`config.mk`:
```
export PLATFORM = sky130hd
export DESIGN_NAME = csa_tree_mul
export DESIGN_NICKNAME = d
export VERILOG_FILES = /design/src/rtl/mulpipe_pkg.sv /design/src/rtl/pp_rows.sv /design/src/rtl/cs_adder.sv /design/src/rtl/cp_adder.sv /design/src/rtl/csa_tree_mul.sv
export SDC_FILE = /design/constraint.sdc
export NUM_CORES = 1
export LEC_CHECK = 0
export BUFFER_PORTS_ARGS = -buffer_cell sky130_fd_sc_hd__buf_2
export CAP_MARGIN = 20
export CELL_PAD_IN_SITES_DETAIL_PLACEMENT = 0
export CELL_PAD_IN_SITES_GLOBAL_PLACEMENT = 1
export CORE_MARGIN = 5
export CORE_UTILIZATION = 41
export DETAILED_ROUTE_END_ITERATION = 10
export GPL_TIMING_DRIVEN = 0
export PLACE_DENSITY = 0.67
export SYNTH_ARGS = -nofsm -noshare
export SYNTH_HDL_FRONTEND = slang
export SYNTH_SLANG_ARGS = --single-unit
```
`constraint.sdc`:
```
create_clock -name clk -period 2.13 [get_ports clk]
set_clock_uncertainty 0.1 [all_clocks]
set_input_delay 0.426 -clock clk [delete_from_list [all_inputs] [get_ports clk]]
set_output_delay 0.426 -clock clk [all_outputs]
set_load 0.02 [all_outputs]
```
`src/rtl/mulpipe_pkg.sv`:
```
package mulpipe_pkg;
  // Number of multiplier bits, and so the number of rows the tree reduces.
  localparam int ROWS    = 8;
  // Rising edges from the input register to the output register.
  localparam int LATENCY = 4;
endpackage

```
`src/rtl/pp_rows.sv`:
```
module pp_rows #(
  parameter int AW = 8,
  parameter int PW = AW + mulpipe_pkg::ROWS
) (
  input  logic [AW-1:0]                        a,
  input  logic [mulpipe_pkg::ROWS-1:0]         b,
  output logic [mulpipe_pkg::ROWS-1:0][PW-1:0] rows
);
  localparam int ROWS = mulpipe_pkg::ROWS;

  logic [PW-1:0] a_ext;
  assign a_ext = PW'(a);

  // Row j: the multiplicand gated by bit j of b, placed j bits up.
  for (genvar j = 0; j < ROWS; j++) begin : g_row
    assign rows[j] = b[j] ? (a_ext << j) : '0;
  end
endmodule

```
`src/rtl/cs_adder.sv`:
```
module cs_adder #(
  parameter int W = 16
) (
  input  logic [W-1:0] x,
  input  logic [W-1:0] y,
  input  logic [W-1:0] z,
  output logic [W-1:0] s,
  output logic [W-1:0] c
);
  // The carry word is weighted one bit up, so its bit 0 is always zero.
  assign s = x ^ y ^ z;
  assign c = ((x & y) | (y & z) | (x & z)) << 1;
endmodule

```
`src/rtl/cp_adder.sv`:
```
module cp_adder #(
  parameter int W = 16
) (
  input  logic [W-1:0] x,
  input  logic [W-1:0] y,
  output logic [W-1:0] sum
);
  assign sum = x + y;
endmodule

```
`src/rtl/csa_tree_mul.sv`:
```
module csa_tree_mul #(
  parameter  int AW = 8,
  localparam int PW = AW + mulpipe_pkg::ROWS
) (
  input  logic                         clk,
  input  logic                         rst_n,
  input  logic                         in_valid,
  input  logic [AW-1:0]                in_a,
  input  logic [mulpipe_pkg::ROWS-1:0] in_b,
  output logic                         out_valid,
  output logic [PW-1:0]                out_prod
);
  localparam int ROWS = mulpipe_pkg::ROWS;
  localparam int LAT  = mulpipe_pkg::LATENCY;

  // ---------------- stage 1: form the rows ----------------
  logic [ROWS-1:0][PW-1:0] rows_d, rows_q;
  logic                    v1_q;

  pp_rows #(.AW(AW), .PW(PW)) u_rows (
    .a    (in_a),
    .b    (in_b),
    .rows (rows_d)
  );

  // ---------------- stage 2: eight rows down to four ----------------
  logic [PW-1:0] l1_s0, l1_c0, l1_s1, l1_c1;
  logic [3:0][PW-1:0] quad_d, quad_q;
  logic               v2_q;

  cs_adder #(.W(PW)) u_l1a (.x(rows_q[0]), .y(rows_q[1]), .z(rows_q[2]),
                            .s(l1_s0), .c(l1_c0));
  cs_adder #(.W(PW)) u_l1b (.x(rows_q[3]), .y(rows_q[4]), .z(rows_q[5]),
                            .s(l1_s1), .c(l1_c1));
  cs_adder #(.W(PW)) u_l2a (.x(l1_s0), .y(l1_c0), .z(l1_s1),
                            .s(quad_d[0]), .c(quad_d[1]));
  cs_adder #(.W(PW)) u_l2b (.x(l1_c1), .y(rows_q[6]), .z(rows_q[7]),
                            .s(quad_d[2]), .c(quad_d[3]));

  // ---------------- stage 3: four numbers down to two ----------------
  logic [PW-1:0] l3_s, l3_c;
  logic [1:0][PW-1:0] pair_d, pair_q;
  logic               v3_q;

  cs_adder #(.W(PW)) u_l3a (.x(quad_q[0]), .y(quad_q[1]), .z(quad_q[2]),
                            .s(l3_s), .c(l3_c));
  cs_adder #(.W(PW)) u_l3b (.x(l3_s), .y(l3_c), .z(quad_q[3]),
                            .s(pair_d[0]), .c(pair_d[1]));

  // ---------------- stage 4: carry-propagate add ----------------
  logic [PW-1:0] prod_d, prod_q;
  logic          v4_q;

  cp_adder #(.W(PW)) u_cpa (.x(pair_q[0]), .y(pair_q[1]), .sum(prod_d));

  // ---------------- valid pipeline (reset) ----------------
  logic v1_d, v2_d, v3_d, v4_d;

  always_comb begin
    v1_d = in_valid;
    v2_d = v1_q;
    v3_d = v2_q;
    v4_d = v3_q;
  end

  always_ff @(posedge clk or negedge rst_n) begin
    if (!rst_n) begin
      v1_q <= 1'b0;
      v2_q <= 1'b0;
      v3_q <= 1'b0;
      v4_q <= 1'b0;
    end else begin
      v1_q <= v1_d;
      v2_q <= v2_d;
      v3_q <= v3_d;
      v4_q <= v4_d;
    end
  end

  // ---------------- data pipeline (no reset, enabled by valid) ----------------
  always_ff @(posedge clk) begin
    if (in_valid) rows_q <= rows_d;
    if (v1_q)     quad_q <= quad_d;
    if (v2_q)     pair_q <= pair_d;
    if (v3_q)     prod_q <= prod_d;
  end

  assign out_valid = v4_q;
  assign out_prod  = prod_q;

  // ---------------- assertions ----------------
  logic [2:0] since_rst_d, since_rst_q;
  logic [PW-1:0] ref_prod, quad_total, pair_total;

  always_comb begin
    since_rst_d = (since_rst_q == 3'(LAT)) ? since_rst_q : since_rst_q + 3'd1;
  end

  always_ff @(posedge clk or negedge rst_n) begin
    if (!rst_n) since_rst_q <= 3'd0;
    else        since_rst_q <= since_rst_d;
  end

  assign ref_prod   = PW'(in_a) * PW'(in_b);
  assign quad_total = quad_q[0] + quad_q[1] + quad_q[2] + quad_q[3];
  assign pair_total = pair_q[0] + pair_q[1];

  // the product is right at the parameter width.
  p_product_r1: assert property (@(posedge clk) disable iff (!rst_n)
    out_valid |-> out_prod == $past(ref_prod, 4));

  // the stage-3 carry-save reduction keeps the sum held in stage 2.
  p_cs_pair_r1: assert property (@(posedge clk) disable iff (!rst_n)
    v3_q |-> pair_total == $past(quad_total));

  // out_valid repeats in_valid four edges later, bubbles included.
  p_latency_r2: assert property (@(posedge clk) disable iff (!rst_n)
    (since_rst_q == 3'(LAT)) |-> out_valid == $past(in_valid, 4));

  // no output until four edges have passed since reset.
  p_idle_after_reset_r4: assert property (@(posedge clk) disable iff (!rst_n)
    (since_rst_q < 3'(LAT)) |-> !out_valid);
endmodule

```
== Word-level counts from Yosys, hierarchy flattened ==
Index checks and enable logic that the tools add are counted.

* Add/sub/neg operators: 1
* Multiply operators: 0
* Div/mod/pow operators: 0
* $lt $le $gt $ge: 0
* Equality and inequality tests: 0
* Shift operators: 0
* Multiplexer cells: 0
* Bitwise logic cells: 42
* Reduce and logical (&&, ||, !) cells: 0

{| class="wikitable"
|+ Operators by type and width
! kind !! count
|-
| $and A15 B15 Y15 || 18
|-
| $or A15 B15 Y15 || 12
|-
| $xor A16 B16 Y16 || 6
|-
| $add A16 B16 Y16 || 1
|-
| $xor A16 B10 Y16 || 1
|-
| $xor A16 B13 Y16 || 1
|-
| $xor A16 B14 Y16 || 1
|-
| $xor A16 B15 Y16 || 1
|-
| $xor A11 B12 Y12 || 1
|-
| $xor A8 B9 Y9 || 1
|}

* Flip-flop bits (word level): 177
* Latch bits: 0
* Memory bits (writable): 0
* Bits in read-only memories: 0
* Output and inout bits: 17
* Logic and storage cells: 62
* Memories kept: 0

== Longest topological paths before layout ==
* Word-level depth: 6
* Depth in mapped cells: 8

== Cells and area by module ==
A second synthesis with hierarchy kept.

* Cell total of the unflattened synthesis: 582
* Area, all modules: 10949.3 um^2

{| class="wikitable"
|+ Modules (own cells, without submodules)
! module !! instances !! cells each !! area each (um^2)
|-
| csa_tree_mul || 1 || 244 || 7307.0
|-
| cs_adder || 6 || 18 || 335.3
|-
| pp_rows || 1 || 129 || 884.6
|-
| cp_adder || 1 || 101 || 745.7
|}

== Worst setup path before layout ==
Ideal clock, no wire load.

* Kind: reg-to-reg
* Start: register pair_q[5] (netlist bit)
* End: register prod_q[13], in the netlist out_prod[13], data pin
* Arrival: 1.542 ns
* Data required time: 1.768 ns
* Path slack: 0.226 ns
* Stages on the path, launching flop included: 9
* Path buffers: 0
* Cell sequence: edfxtp_1 -> ha_1 -> inv_1 -> fa_1 -> nand2b_1 -> a21oi_1 -> nor3_1 -> a21oi_1 -> xor2_1

* Longest elaborated chain between the ends: 1

{| class="wikitable"
|+ RTL lines
! item !! line !! text
|-
| start, declared || csa_tree_mul.sv:42 || <nowiki>logic [1:0][PW-1:0] pair_d, pair_q;</nowiki>
|-
| start signal, assigned || csa_tree_mul.sv:84 || <nowiki>if (v2_q) pair_q <= pair_d;</nowiki>
|-
| $add A16 B16 Y16 || n/a ||
|-
| via prod_d[13] || csa_tree_mul.sv:51 || <nowiki>logic [PW-1:0] prod_d, prod_q;</nowiki>
|-
| end signal, assigned || csa_tree_mul.sv:85 || <nowiki>if (v3_q) prod_q <= prod_d;</nowiki>
|-
| end, declared || csa_tree_mul.sv:51 ||
|}

The timed path passes the listed nets, and every way through them passes these cells.
A chain may end at the register's enable or synchronous reset.

== Final worst setup path ==
* Start: register pair_q[5] (netlist bit)
* End: register prod_q[15], in the netlist out_prod[15], data pin

Same word-level chain as after synthesis.

==> metrics.txt <==
status completed; Cell Area, Synth roughly 0.0066 mm²; Placed Cells a little under 700; Least-Margin Pin Slew 972 ps; total grt overflow 0; Pwr per Cell Area about 1100 mW/mm²; die area 0.0188 mm²; vias in the first global route 3176; initial antenna violation count 0; synth unique cells 24; Clk Latency, worst-skew pair 420 ps; GP Congestion 0.727; final std cells w/o fill 713; critical-path maximum fanout 2; vias per cell 4.27; mean area per synthesized cell 15.5 µm²; Starting Density 0.417; clock root buffer clkbuf_16; All-Layer GR Usage 0.112; Clock transition at path regs 60 ps; WS Path Type reg2reg; yosys warns 0; drt pass-1 iters 4; pin count of the biggest net entering global routing 37; Setup Total Neg Slack 0 ps; height of the die 137 µm; Longest Clk Path Bufs 2; sequential fraction of the synthesis area 0.673; unrepaired setup endpoints after global routing no; Final min period 2020 ps; Detailed Route WL 9130 µm; fmax just under 0.5 GHz; Worst Setup End Kind flop; Port Buf Inserts 35; first-pass GRT wire length 15700 µm; CTS buffer count 17; Synth Flop Type edfxtp_1; Tcrit/Tclk final 0.946; net count after synthesis 510; #FFs+latches synth 149; post-layout util 0.489; Worst Hold Class in2async; FP Rows 46; Core ar. about 0.016 mm²; Leakage 0.00324 µW; Mapped Cells between 400 and 500; DPL Wire Length ~6700 µm; final setup vio count 0; Max Cap Violations 0; H-tree Lvls 4; initial DRC count between 100 and 150; DRC errors left 0; CTS sink cnt 149; wire per inst roughly 13 µm; Required @ worst endpoint between 2000 and 2500 ps; Syn-to-layout area delta 17.3%; fin. max-slew vios 0; nets@finish 567; Max rail drop VDD 600 µV; CTS tree built; number of setup buffers added after CTS 0; asr flop ratio synth 0.0268; layout cells sized above 1 0.155; Post-synth EDFFs approximately 150; IO Pins 36; via count just over 3k; reg2reg setup slack about 110 ps; Final Hold Vio Count 0; Worst slew margin 0.352; # diodes 0; Critical Path AT 2070 ps; Antenna Violating Nets Remaining 0; Filler Cell Count 1412; worst hold slack 248 ps; Die Wd 137 µm; startpoint types flop
-- cells in the final DEF, fill, tap and decap left out, drive strengths merged, types with 5 or more instances in the layout --
cell    count
a21oi       8
and2       64
buf        37
clkbuf     17
clkinv      6
edfxtp    145
fa         39
ha         25
inv       109
nand2       6
nand3       5
xnor2       5
-- state kept, by name, indices dropped and copies added (netlist names) --
signal and flops:
rows_q 64, quad_q 39, pair_q 26, out_prod 16
out_valid 1, v1_q 1, v2_q 1, v3_q 1
-- final timing paths --
check                                          start  cells past startpoint                        to
max                              pair_q[5]$_DFFE_PP_                      8    out_prod[15]$_DFFE_PP_
min                                            rst_n                      2            v1_q$_DFF_PN0_
max reg2reg                      pair_q[5]$_DFFE_PP_                      8    out_prod[15]$_DFFE_PP_
min reg2reg                rows_q[126]$_SDFFCE_PN0P_                      0      quad_q[46]$_DFFE_PP_
max in group asynchronous                      rst_n                      2            v3_q$_DFF_PN0_
min in group clk                             in_a[0]                      2  rows_q[85]$_SDFFCE_PN0P_
-- metrics by stage --
step,total power (µW),worst slack [ps],instance area (µm²)
after floorplan,5330,226,6620
after global placement,5790,75.0,7070
after detailed placement,5840,65.2,7120
after CTS,9010,63.3,7760
after global routing,9440,14.4,7770
final,8880,114,7770
-- where the power goes --
part	internal [µW]	leakage, µW	switching [µW]
Clock	1970	0.000300	1160
Combinational	705	0.00148	989
Sequential	3910	0.00146	149
-- metal layers --
layer	vias up	global-route usage	part of all wire
li1	1506	-	-
met1	1476	0.151	0.48
met2	48	0.163	0.46
met3	13	0.0327	0.038
met4	0	0.0615	0.022
met5	-	0	0
-- critical path: stages, from the launching register on --
cell,delay (ps)
edfxtp_1,330
ha_1,180
inv_1,60
fa_1,390
nand2b_1,200
a21oi_2,180
nor2_1,80
a21oi_1,160
xor2_1,80
-- logic make-up after synthesis --
| kind of cell | count (synthesis) | synth area share |
|---|---|---|
| simple gates | 83 | 0.0744 |
| buf+inv | 107 | 0.0606 |
| flops | 149 | 0.673 |
| xor+xnor | 9 | 0.0119 |
| fa+ha+maj | 64 | 0.165 |
| compound gates | 15 | 0.0153 |
-- Yosys cell counts (all sizes together), types with 2 or more instances --
library cell	count	area, µm²
nand3	5	30.0
ha	25	313
a21oi	8	47.6
dfrtp	4	100
inv	107	402
fa	39	781
and2	64	400
xor2	4	35.0
o21ai	2	10.0
nor2	3	11.3
nand2	6	22.5
xnor2	5	43.8
edfxtp	145	4350
nor3	2	10.0
-- what timing repair did --
| action | 4_1_cts | 5_1_grt |
|---|---|---|
| endpoints found under the setup margin | 0 | 2 |
| hold endpoints to repair | 4 | 0 |
| resized for setup | 0 | 3 |
| hold buffers | 1 | 0 |
-- final cells by class --
cell class,instances,area [µm²],share of cell area
flip-flops and latches,149,4450,0.573
multi-input cells,171,1780,0.229
clock buffers,17,425,0.0548
inverters,107,402,0.0517
well taps,216,270,0.0348
repair buffers,38,233,0.0300
clock inverters,15,205,0.0264
Power figures use the tool's default switching activity.
